## config.mk

```make
export PLATFORM = sky130hd
export DESIGN_NAME = clk_switch_sleep_ctl
export DESIGN_NICKNAME = d
export VERILOG_FILES = /design/src/rtl/cks_pkg.sv /design/src/rtl/cks_settle.sv /design/src/rtl/cks_phase.sv /design/src/rtl/clk_switch_sleep_ctl.sv
export SDC_FILE = /design/constraint.sdc
export NUM_CORES = 1
export LEC_CHECK = 0
export ABC_AREA = 1
export BUFFER_PORTS_ARGS = -buffer_cell sky130_fd_sc_hd__clkbuf_2
export CAP_MARGIN = 20
export CORE_MARGIN = 2
export CORE_UTILIZATION = 25
export DETAILED_ROUTE_END_ITERATION = 10
export GPL_TIMING_DRIVEN = 0
export SLEW_MARGIN = 10
export SYNTH_ARGS = -nofsm -noshare
export SYNTH_HDL_FRONTEND = slang
export SYNTH_SLANG_ARGS = --single-unit
```

## constraint.sdc

```tcl
create_clock -name clk -period 3.9 [get_ports clk]
set_input_delay 0.78 -clock clk [delete_from_list [all_inputs] [get_ports clk]]
set_output_delay 0.78 -clock clk [all_outputs]
set_load 0.005 [all_outputs]
```

## src/rtl/cks_pkg.sv

```systemverilog
package cks_pkg;
  typedef enum logic [1:0] {PH_Q1 = 2'd0, PH_Q2 = 2'd1, PH_Q3 = 2'd2, PH_Q4 = 2'd3} qph_t;

  localparam int MODE_W = 3;

  // Modes with no start-up time-out: RC, RC+IO, ext clock, ext clock+IO
  function automatic logic mode_no_startup(input logic [MODE_W-1:0] m);
    return (m inside {3'd3, 3'd4, 3'd5, 3'd6});
  endfunction
endpackage

```

## src/rtl/cks_settle.sv

```systemverilog
module cks_settle
  import cks_pkg::*;
#(
  parameter int FAST_WAIT = 8,
  parameter int XTAL_WAIT = 1024,
  parameter int SEC_WAIT  = 8
) (
  input  logic              clk,
  input  logic              rst,
  input  logic              want_main,
  input  logic              cur_main,
  input  logic [MODE_W-1:0] mode,
  input  logic              sec_tick,
  input  logic              main_tick,
  output logic              ready
);
  localparam int MAXW_A = (FAST_WAIT > XTAL_WAIT) ? FAST_WAIT : XTAL_WAIT;
  localparam int MAXW   = (MAXW_A > SEC_WAIT) ? MAXW_A : SEC_WAIT;
  localparam int CW     = $clog2(MAXW + 1);

  logic [CW-1:0] cnt;
  logic [CW-1:0] limit;
  logic          switching;
  logic          tgt_tick;

  always_comb begin
    switching = (want_main != cur_main);
    tgt_tick  = want_main ? main_tick : sec_tick;
    if (!want_main)                 limit = CW'(SEC_WAIT);
    else if (mode_no_startup(mode)) limit = CW'(FAST_WAIT);
    else                            limit = CW'(XTAL_WAIT);
  end

  // count ticks of the requested source; drop the count when no switch is pending
  always_ff @(posedge clk) begin
    if (rst || !switching)               cnt <= '0;
    else if (tgt_tick && cnt < CW'(MAXW)) cnt <= cnt + 1'b1;
  end

  assign ready = switching && (cnt >= limit);

  // a dropped request leaves no count behind
  p_abort_clears_r10: assert property (@(posedge clk) disable iff (rst)
    !switching |=> (cnt == '0));

  // counter never runs past its ceiling
  p_cnt_ceiling_r7: assert property (@(posedge clk) disable iff (rst)
    (cnt == CW'(MAXW)) |=> (cnt == CW'(MAXW) || cnt == '0));
endmodule

```

## src/rtl/cks_phase.sv

```systemverilog
module cks_phase
  import cks_pkg::*;
(
  input  logic clk,
  input  logic rst,
  input  logic sec_tick,
  input  logic main_tick,
  input  logic want_main,
  input  logic ready,
  input  logic sleep_req,
  input  logic wake,
  output logic cur_main,
  output logic sys_clk_en,
  output qph_t q,
  output logic pc_adv
);
  logic asleep;
  logic pend;
  logic act_tick;
  logic step;
  logic boundary;

  always_comb begin
    act_tick = cur_main ? main_tick : sec_tick;
    step     = !asleep && act_tick;
    boundary = step && (q == PH_Q4);
  end

  always_ff @(posedge clk) begin
    if (rst) begin
      q          <= PH_Q1;
      sys_clk_en <= 1'b0;
      pc_adv     <= 1'b0;
      cur_main   <= 1'b0;
      asleep     <= 1'b0;
      pend       <= 1'b0;
    end else begin
      sys_clk_en <= step;
      pc_adv     <= boundary;
      if (step) q <= qph_t'(q + 2'd1);
      if (boundary && ready) cur_main <= want_main;
      if (asleep) begin
        if (wake) asleep <= 1'b0;
      end else if (boundary && (pend || sleep_req)) begin
        asleep <= 1'b1;
        pend   <= 1'b0;
      end else if (sleep_req) begin
        pend <= 1'b1;
      end
    end
  end

  // phase only ever moves forward by one
  p_q_step_r3: assert property (@(posedge clk) disable iff (rst)
    (q != $past(q)) |-> (q == qph_t'($past(q) + 2'd1)));

  // the boundary strobe always lands on Q1
  p_pc_at_q1_r4: assert property (@(posedge clk) disable iff (rst)
    pc_adv |-> (q == PH_Q1));

  // source changes only at an instruction boundary
  p_handover_q1_r9: assert property (@(posedge clk) disable iff (rst)
    (cur_main != $past(cur_main)) |-> (q == PH_Q1 && pc_adv));

  // parked core stays frozen at Q1 with no enables
  p_sleep_frozen_r11: assert property (@(posedge clk) disable iff (rst)
    (asleep && $past(asleep)) |-> (q == PH_Q1 && !sys_clk_en && !pc_adv));
endmodule

```

## src/rtl/clk_switch_sleep_ctl.sv

```systemverilog
module clk_switch_sleep_ctl
  import cks_pkg::*;
#(
  parameter int FAST_WAIT = 8,
  parameter int XTAL_WAIT = 1024,
  parameter int SEC_WAIT  = 8
) (
  input  logic       clk,
  input  logic       rst,
  input  logic       sel_main,
  input  logic [2:0] osc_mode,
  input  logic       sec_tick,
  input  logic       main_tick,
  input  logic       sleep_req,
  input  logic       wake_ext_rst,
  input  logic       wake_wdt,
  input  logic       wake_irq,
  output logic       sys_clk_en,
  output logic [1:0] q_phase,
  output logic       pc_adv
);
  logic cur_main;
  logic ready;
  logic wake_any;
  qph_t q;

  assign wake_any = wake_ext_rst | wake_wdt | wake_irq;
  assign q_phase  = q;

  cks_settle #(
    .FAST_WAIT (FAST_WAIT),
    .XTAL_WAIT (XTAL_WAIT),
    .SEC_WAIT  (SEC_WAIT)
  ) u_settle (
    .clk       (clk),
    .rst       (rst),
    .want_main (sel_main),
    .cur_main  (cur_main),
    .mode      (osc_mode),
    .sec_tick  (sec_tick),
    .main_tick (main_tick),
    .ready     (ready)
  );

  cks_phase u_phase (
    .clk        (clk),
    .rst        (rst),
    .sec_tick   (sec_tick),
    .main_tick  (main_tick),
    .want_main  (sel_main),
    .ready      (ready),
    .sleep_req  (sleep_req),
    .wake       (wake_any),
    .cur_main   (cur_main),
    .sys_clk_en (sys_clk_en),
    .q          (q),
    .pc_adv     (pc_adv)
  );

  // no enable pulse without a tick from some source on the previous edge
  p_en_needs_tick_r2: assert property (@(posedge clk) disable iff (rst)
    sys_clk_en |-> ($past(sec_tick) || $past(main_tick)));
endmodule

```

Yosys cells after proc, flatten, opt, wreduce, memory -nomap -nowiden. Cells that the tools add are included.

Memories kept: 0. Logic and storage cells: 42. Bits in latches: 0. Register bits after elaboration: 18. Memory bits (writable): 0. Output and inout port bits: 4. ROM bits: 0.

Div/mod/pow operators: 0. Reductions and logical operators: 13. $lt $le $gt $ge: 2. Muxes and demuxes: 9. Add/sub/neg operators: 2. $mul: 0. Equal/unequal tests: 6. Shift-type cells: 0. Bitwise operators: 3.

Operator list (number): $mux 11 (2); $add 11x1->11 const B (1); $ge 11x11->1 (1); $lt 11x11->1 const B (1); $eq 3x3->1 const B (3); $mux 1 (7); $logic_and 1x1->1 (6); $reduce_bool 4->1 (1); $eq 3x2->1 const B (1); $add 2x1->2 const B (1); $eq 2x2->1 const B (1); $logic_not 1->1 (2); $logic_or 1x1->1 (2); $or 1x1->1 (2); $reduce_and 2->1 (1); $reduce_bool 2->1 (1); $ne 1x1->1 (1); $not 1->1 (1).

Depth between registers and ports, before layout.
Word-level depth: 7. Depth in mapped cells: 11. Mapped depth without buffers: 11.

By module. Synthesis repeated with hierarchy kept, for this count alone.

Cells, all modules: 160. Area total of the unflattened synthesis: 1056.0 um2.

By module, submodules not included: cks_settle (area an instance 750.7 um2, times used 1, cells each 117); cks_phase (area an instance 294.0 um2, times used 1, cells each 40); clk_switch_sleep_ctl (area an instance 11.3 um2, times used 1, cells each 3).

Worst setup path before layout. Ideal clock, no wire load.

Kind: input to register. Start: input osc_mode[1]. End: register u_phase.cur_main. Cell stages on the path: 10. Setup slack: 1.952 ns. Buffers on the path: 0. Setup time: 0.115 ns. Arrival: 1.833 ns. Cell sequence: nand2_1 a21oi_1 o21ai_0 ha_1 inv_1 nor2_1 a21oi_1 nand3_1 a21oi_1 nor2_1.

Word-level cells in the longest chain between the ends: 7.

RTL lines: from (decl) (RTL line clk_switch_sleep_ctl.sv:11) `input logic [2:0] osc_mode,`; $eq 3x2->1 / $eq 3x3->1 (equally long branches) (RTL line cks_pkg.sv:8) `return (m inside {3'd3, 3'd4, 3'd5, 3'd6});`; $reduce_bool 4->1 * (RTL line cks_pkg.sv:8); $mux 11 * (RTL line cks_settle.sv:30) `else if (mode_no_startup(mode)) limit = CW'(FAST_WAIT);`; $mux 11 * (RTL line cks_settle.sv:29) `if (!want_main) limit = CW'(SEC_WAIT);`; $ge 11x11->1 * (RTL line cks_settle.sv:40) `assign ready = switching && (cnt >= limit);`; $logic_and 1x1->1 * (RTL line cks_settle.sv:40); $logic_and 1x1->1 * (RTL line cks_phase.sv:41) `if (boundary && ready) cur_main <= want_main;`; to (signal assigned) (RTL line cks_phase.sv:41); to (decl) (RTL line cks_phase.sv:12) `output logic cur_main,`.

Mark *: on every way between the ends. The rest lies on a longest branch, timed or not. A chain may end at the register's enable or synchronous reset.

Final worst setup path.
Start: input sel_main. End: register u_phase.cur_main.

Word-level cells in the longest chain between the ends: 4.

RTL lines: from (decl) (RTL line clk_switch_sleep_ctl.sv:10) `input logic sel_main,`; $mux 11 (RTL line cks_settle.sv:29); $ge 11x11->1 (RTL line cks_settle.sv:40); $logic_and 1x1->1 (RTL line cks_settle.sv:40); $logic_and 1x1->1 (RTL line cks_phase.sv:41).

Several ways; a longest one is shown, not always the timed one.

==> results.yml <==
logic_synthesis:
  synth.distinct_cells: 21
  syn_inst: 154
  yosysWarnings: 0
  yosysTopAreaCell: "dfxtp_1"
  syn_area_per_cell_um2: 6.81
  syn-num-nets: 171
  synth_seq_area_share_pct: 34.4
  yosys.area_share.simple_pct: 37.5
  synthTopCellsByArea: "dfxtp_1 (34%), nand2_1 (12%), inv_1 (7.5%), nor2_1 (7.5%), a21oi_1 (6.2%)"
  synth_mux_area_share_pct: 0
  synthArstFlopShare_pct: 0
  synth_fa_ha_area_share_pct: 5.97
  synthTopCellsByCount: "nand2_1 (33), inv_1 (21), nor2_1 (21)"
  yosysMostFrequentCell: "nand2_1"
  synthFlopType: "dfxtp_1"
  synth-edff-count: 0
  ys_ff_latch: 18
  syn_area_um2: 1050
  synth_top_family_by_area: "simple AND/OR/NAND/NOR gates"
  synth-compound-area-share_pct: 13.2
  yosys.area_share.xor_xnor_pct: 0
  synth_top_area_share_pct: 34.4
placed_design:
  dp_slack_ns: 1.60
  globalplace.congestion: 0.803
  portBuffers: 15
  dp_hpwl_mm: 1.72
  place_area_um2: 1190
clock_network:
  clock_path_buffers: 2
  post_cts_buffers: 0
  tritoncts: "yes"
  path_clk_slew_ns: 0.07
  root_buffer: "clkbuf_8"
  clock_sinks: 18
  numCtsBuffers: 3
  ctsHtreeMaxLevel: 1
  holdBufCountCts: 0
  cts_resized: 0
  clk_latency_ns: 0.26
worst_hold_path:
  holdCritPathClass: "flop to flop"
floorplanning:
  die-width_um: 68.8
  core_um2: 4030
  rows: 23
  fp.dieH_um: 68.8
  die_area_um2: 4730
  ioPinCount: 16
  initial_core_util_pct: 26.0
route:
  wl_per_cell_um: 9.54
  routed_wl_mm: 2.13
  dr.pass1.iters: 4
  post_drt_via_cell_ratio: 4.27
  drc: 0
  drt_iter0_drc: 32
  antenna_left: 0
  vias: 953
power_and_ir_drop:
  vdd_drop_max_mv: 0.0933
  pwr_density_cell_nw_per_um2: 319
  power_uw: 396
  p_int_uw: 297
  switchingPower_uw: 99.0
  combinationalPowerShare_pct: 11.3
  swShare_pct: 25.0
  clkPwrFrac_pct: 40.1
  seqPwrFrac_pct: 48.7
  leakage_nw: 0.517
sta:
  period_minus_slack_ns: 1.99
  period_share_pct: 51.1
  skew_ns: 0.00340
  setup_viol: 0
  rsz0062_at_grt: "no"
  fin_tns_setup_ns: 0
  maxSlewHeadroom_pct: 79.8
  finalWorstSetupSlack_ns: 1.91
  final_hold_viol_count: 0
  tightest_slew_ns: 0.300
  fmax_ghz: 0.502
  slew_violations: 0
finish:
  drive_gt1_share_pct: 23.1
  fill_cells: 452
  stdcell_area_um2: 1240
  nNetsFinal: 191
  synthToLayoutAreaGrowth_pct: 18.4
  antenna_cells: 0
  final_core_util_pct: 30.8
global_routing:
  antenna_found_initial: 0
  grt_pass1_vias: 814
  track_usage_pct: 10.2
  grt_max_degree: 11
  grt_pass1_wl_mm: 3.55
  overflow: 0
critical_path:
  cp.required_ns: 4.06
  crit_arrival_ns: 2.15
  cp-start-kind: "primary input"
  endpoint_kind: "flop"
  worst-setup-path-type: "primary input to flop"
  crit_fanout: 4
status:
  status: "finished clean"
run:
  maxCapViolations: 0
## through the flow
step	hold slack [ns]	instances
detailed placement	0.484	219
floorplan	0.451	154
finish	0.492	223
global route	0.512	223
CTS	0.496	223
global placement	0.472	219
## cells by family (layout without fill, tap and decap cells)
| logic type | count (synthesis) | in the layout |
|---|---|---|
| fa+ha+maj | 5 | 5 |
| buf+inv | 25 | 44 |
| compound gates | 25 | 25 |
| simple gates | 81 | 81 |
| flops | 18 | 18 |
## state kept, by name, summed over array words and instances, names as in the netlist
| name | cells |
|---|---|
| u_settle.cnt | 11 |
| u_phase.q | 2 |
| u_phase.asleep | 1 |
| u_phase.cur_main | 1 |
| u_phase.pc_adv | 1 |
| u_phase.pend | 1 |
| u_phase.sys_clk_en | 1 |
## cell usage in the layout, fill, tap and decap left out
| master | instances |
|---|---|
| nand2_1 | 33 |
| nand3_1 | 8 |
| o2111ai_1 | 1 |
| ha_1 | 5 |
| o21ai_2 | 1 |
| o21ai_0 | 2 |
| o21bai_2 | 1 |
| nor2_1 | 21 |
| a21oi_1 | 13 |
| or2_2 | 1 |
| inv_1 | 21 |
| clkbuf_8 | 4 |
| nor3_1 | 2 |
| nand2_2 | 4 |
| nor2_4 | 3 |
| nor2_2 | 4 |
| dfxtp_1 | 18 |
| nor3_2 | 2 |
| o21ai_1 | 7 |
| nand3_4 | 1 |
| nand4_1 | 2 |
| inv_2 | 4 |
| clkbuf_2 | 15 |
## worst max-delay path, cell delays in order
cell and delay, ns:
clkbuf_2 0.13, inv_1 0.08, a21oi_1 0.11, o21ai_0 0.15, ha_1 0.34, inv_1 0.08, nor2_1 0.04, a21oi_1 0.13
nand3_1 0.12, a21oi_1 0.14, nor2_1 0.06
## final timing paths
path	endpoint	slack (ns)	cells past startpoint	from
setup reg to reg	u_phase.cur_main	2.55	7	u_settle.cnt[10]
hold reg to reg	u_phase.asleep	0.49	2	u_phase.asleep
hold / removal	u_phase.asleep	0.49	2	u_phase.asleep
setup / recovery	u_phase.cur_main	1.91	11	sel_main
## power groups by stage
stage / Sequential, mW / Clock [mW] / Combinational (mW)
finish: 0.193 / 0.159 / 0.0445
global route: 0.193 / 0.170 / 0.0513
CTS: 0.193 / 0.164 / 0.0457
detailed placement: 0.197 / 0 / 0.0455
global placement: 0.197 / 0 / 0.0446
floorplan: 0.196 / 0 / 0.0293
## area by class of cell
type	instances	area [µm²]	share of cell area [%]
Inverter	25	93.8	7.56
Timing Repair Buffer	15	75.1	6.05
Tap cell	50	62.6	5.04
Multi-Input combinational cell	111	594	47.9
Clock buffer	4	55.1	4.44
Sequential cell	18	360	29.0
## routing by layer
metal  part of all wire, %  routed length, µm  track usage (%)  vias up
li1                      -                  -                -      527
met1                    49               1040             13.4      405
met2                    47               1010             15.6       18
met3                   2.5                 53             1.95        3
met4                   1.5                 32             5.88        0
met5                     0                  0                0        -
Power figures use the tool's default switching activity.
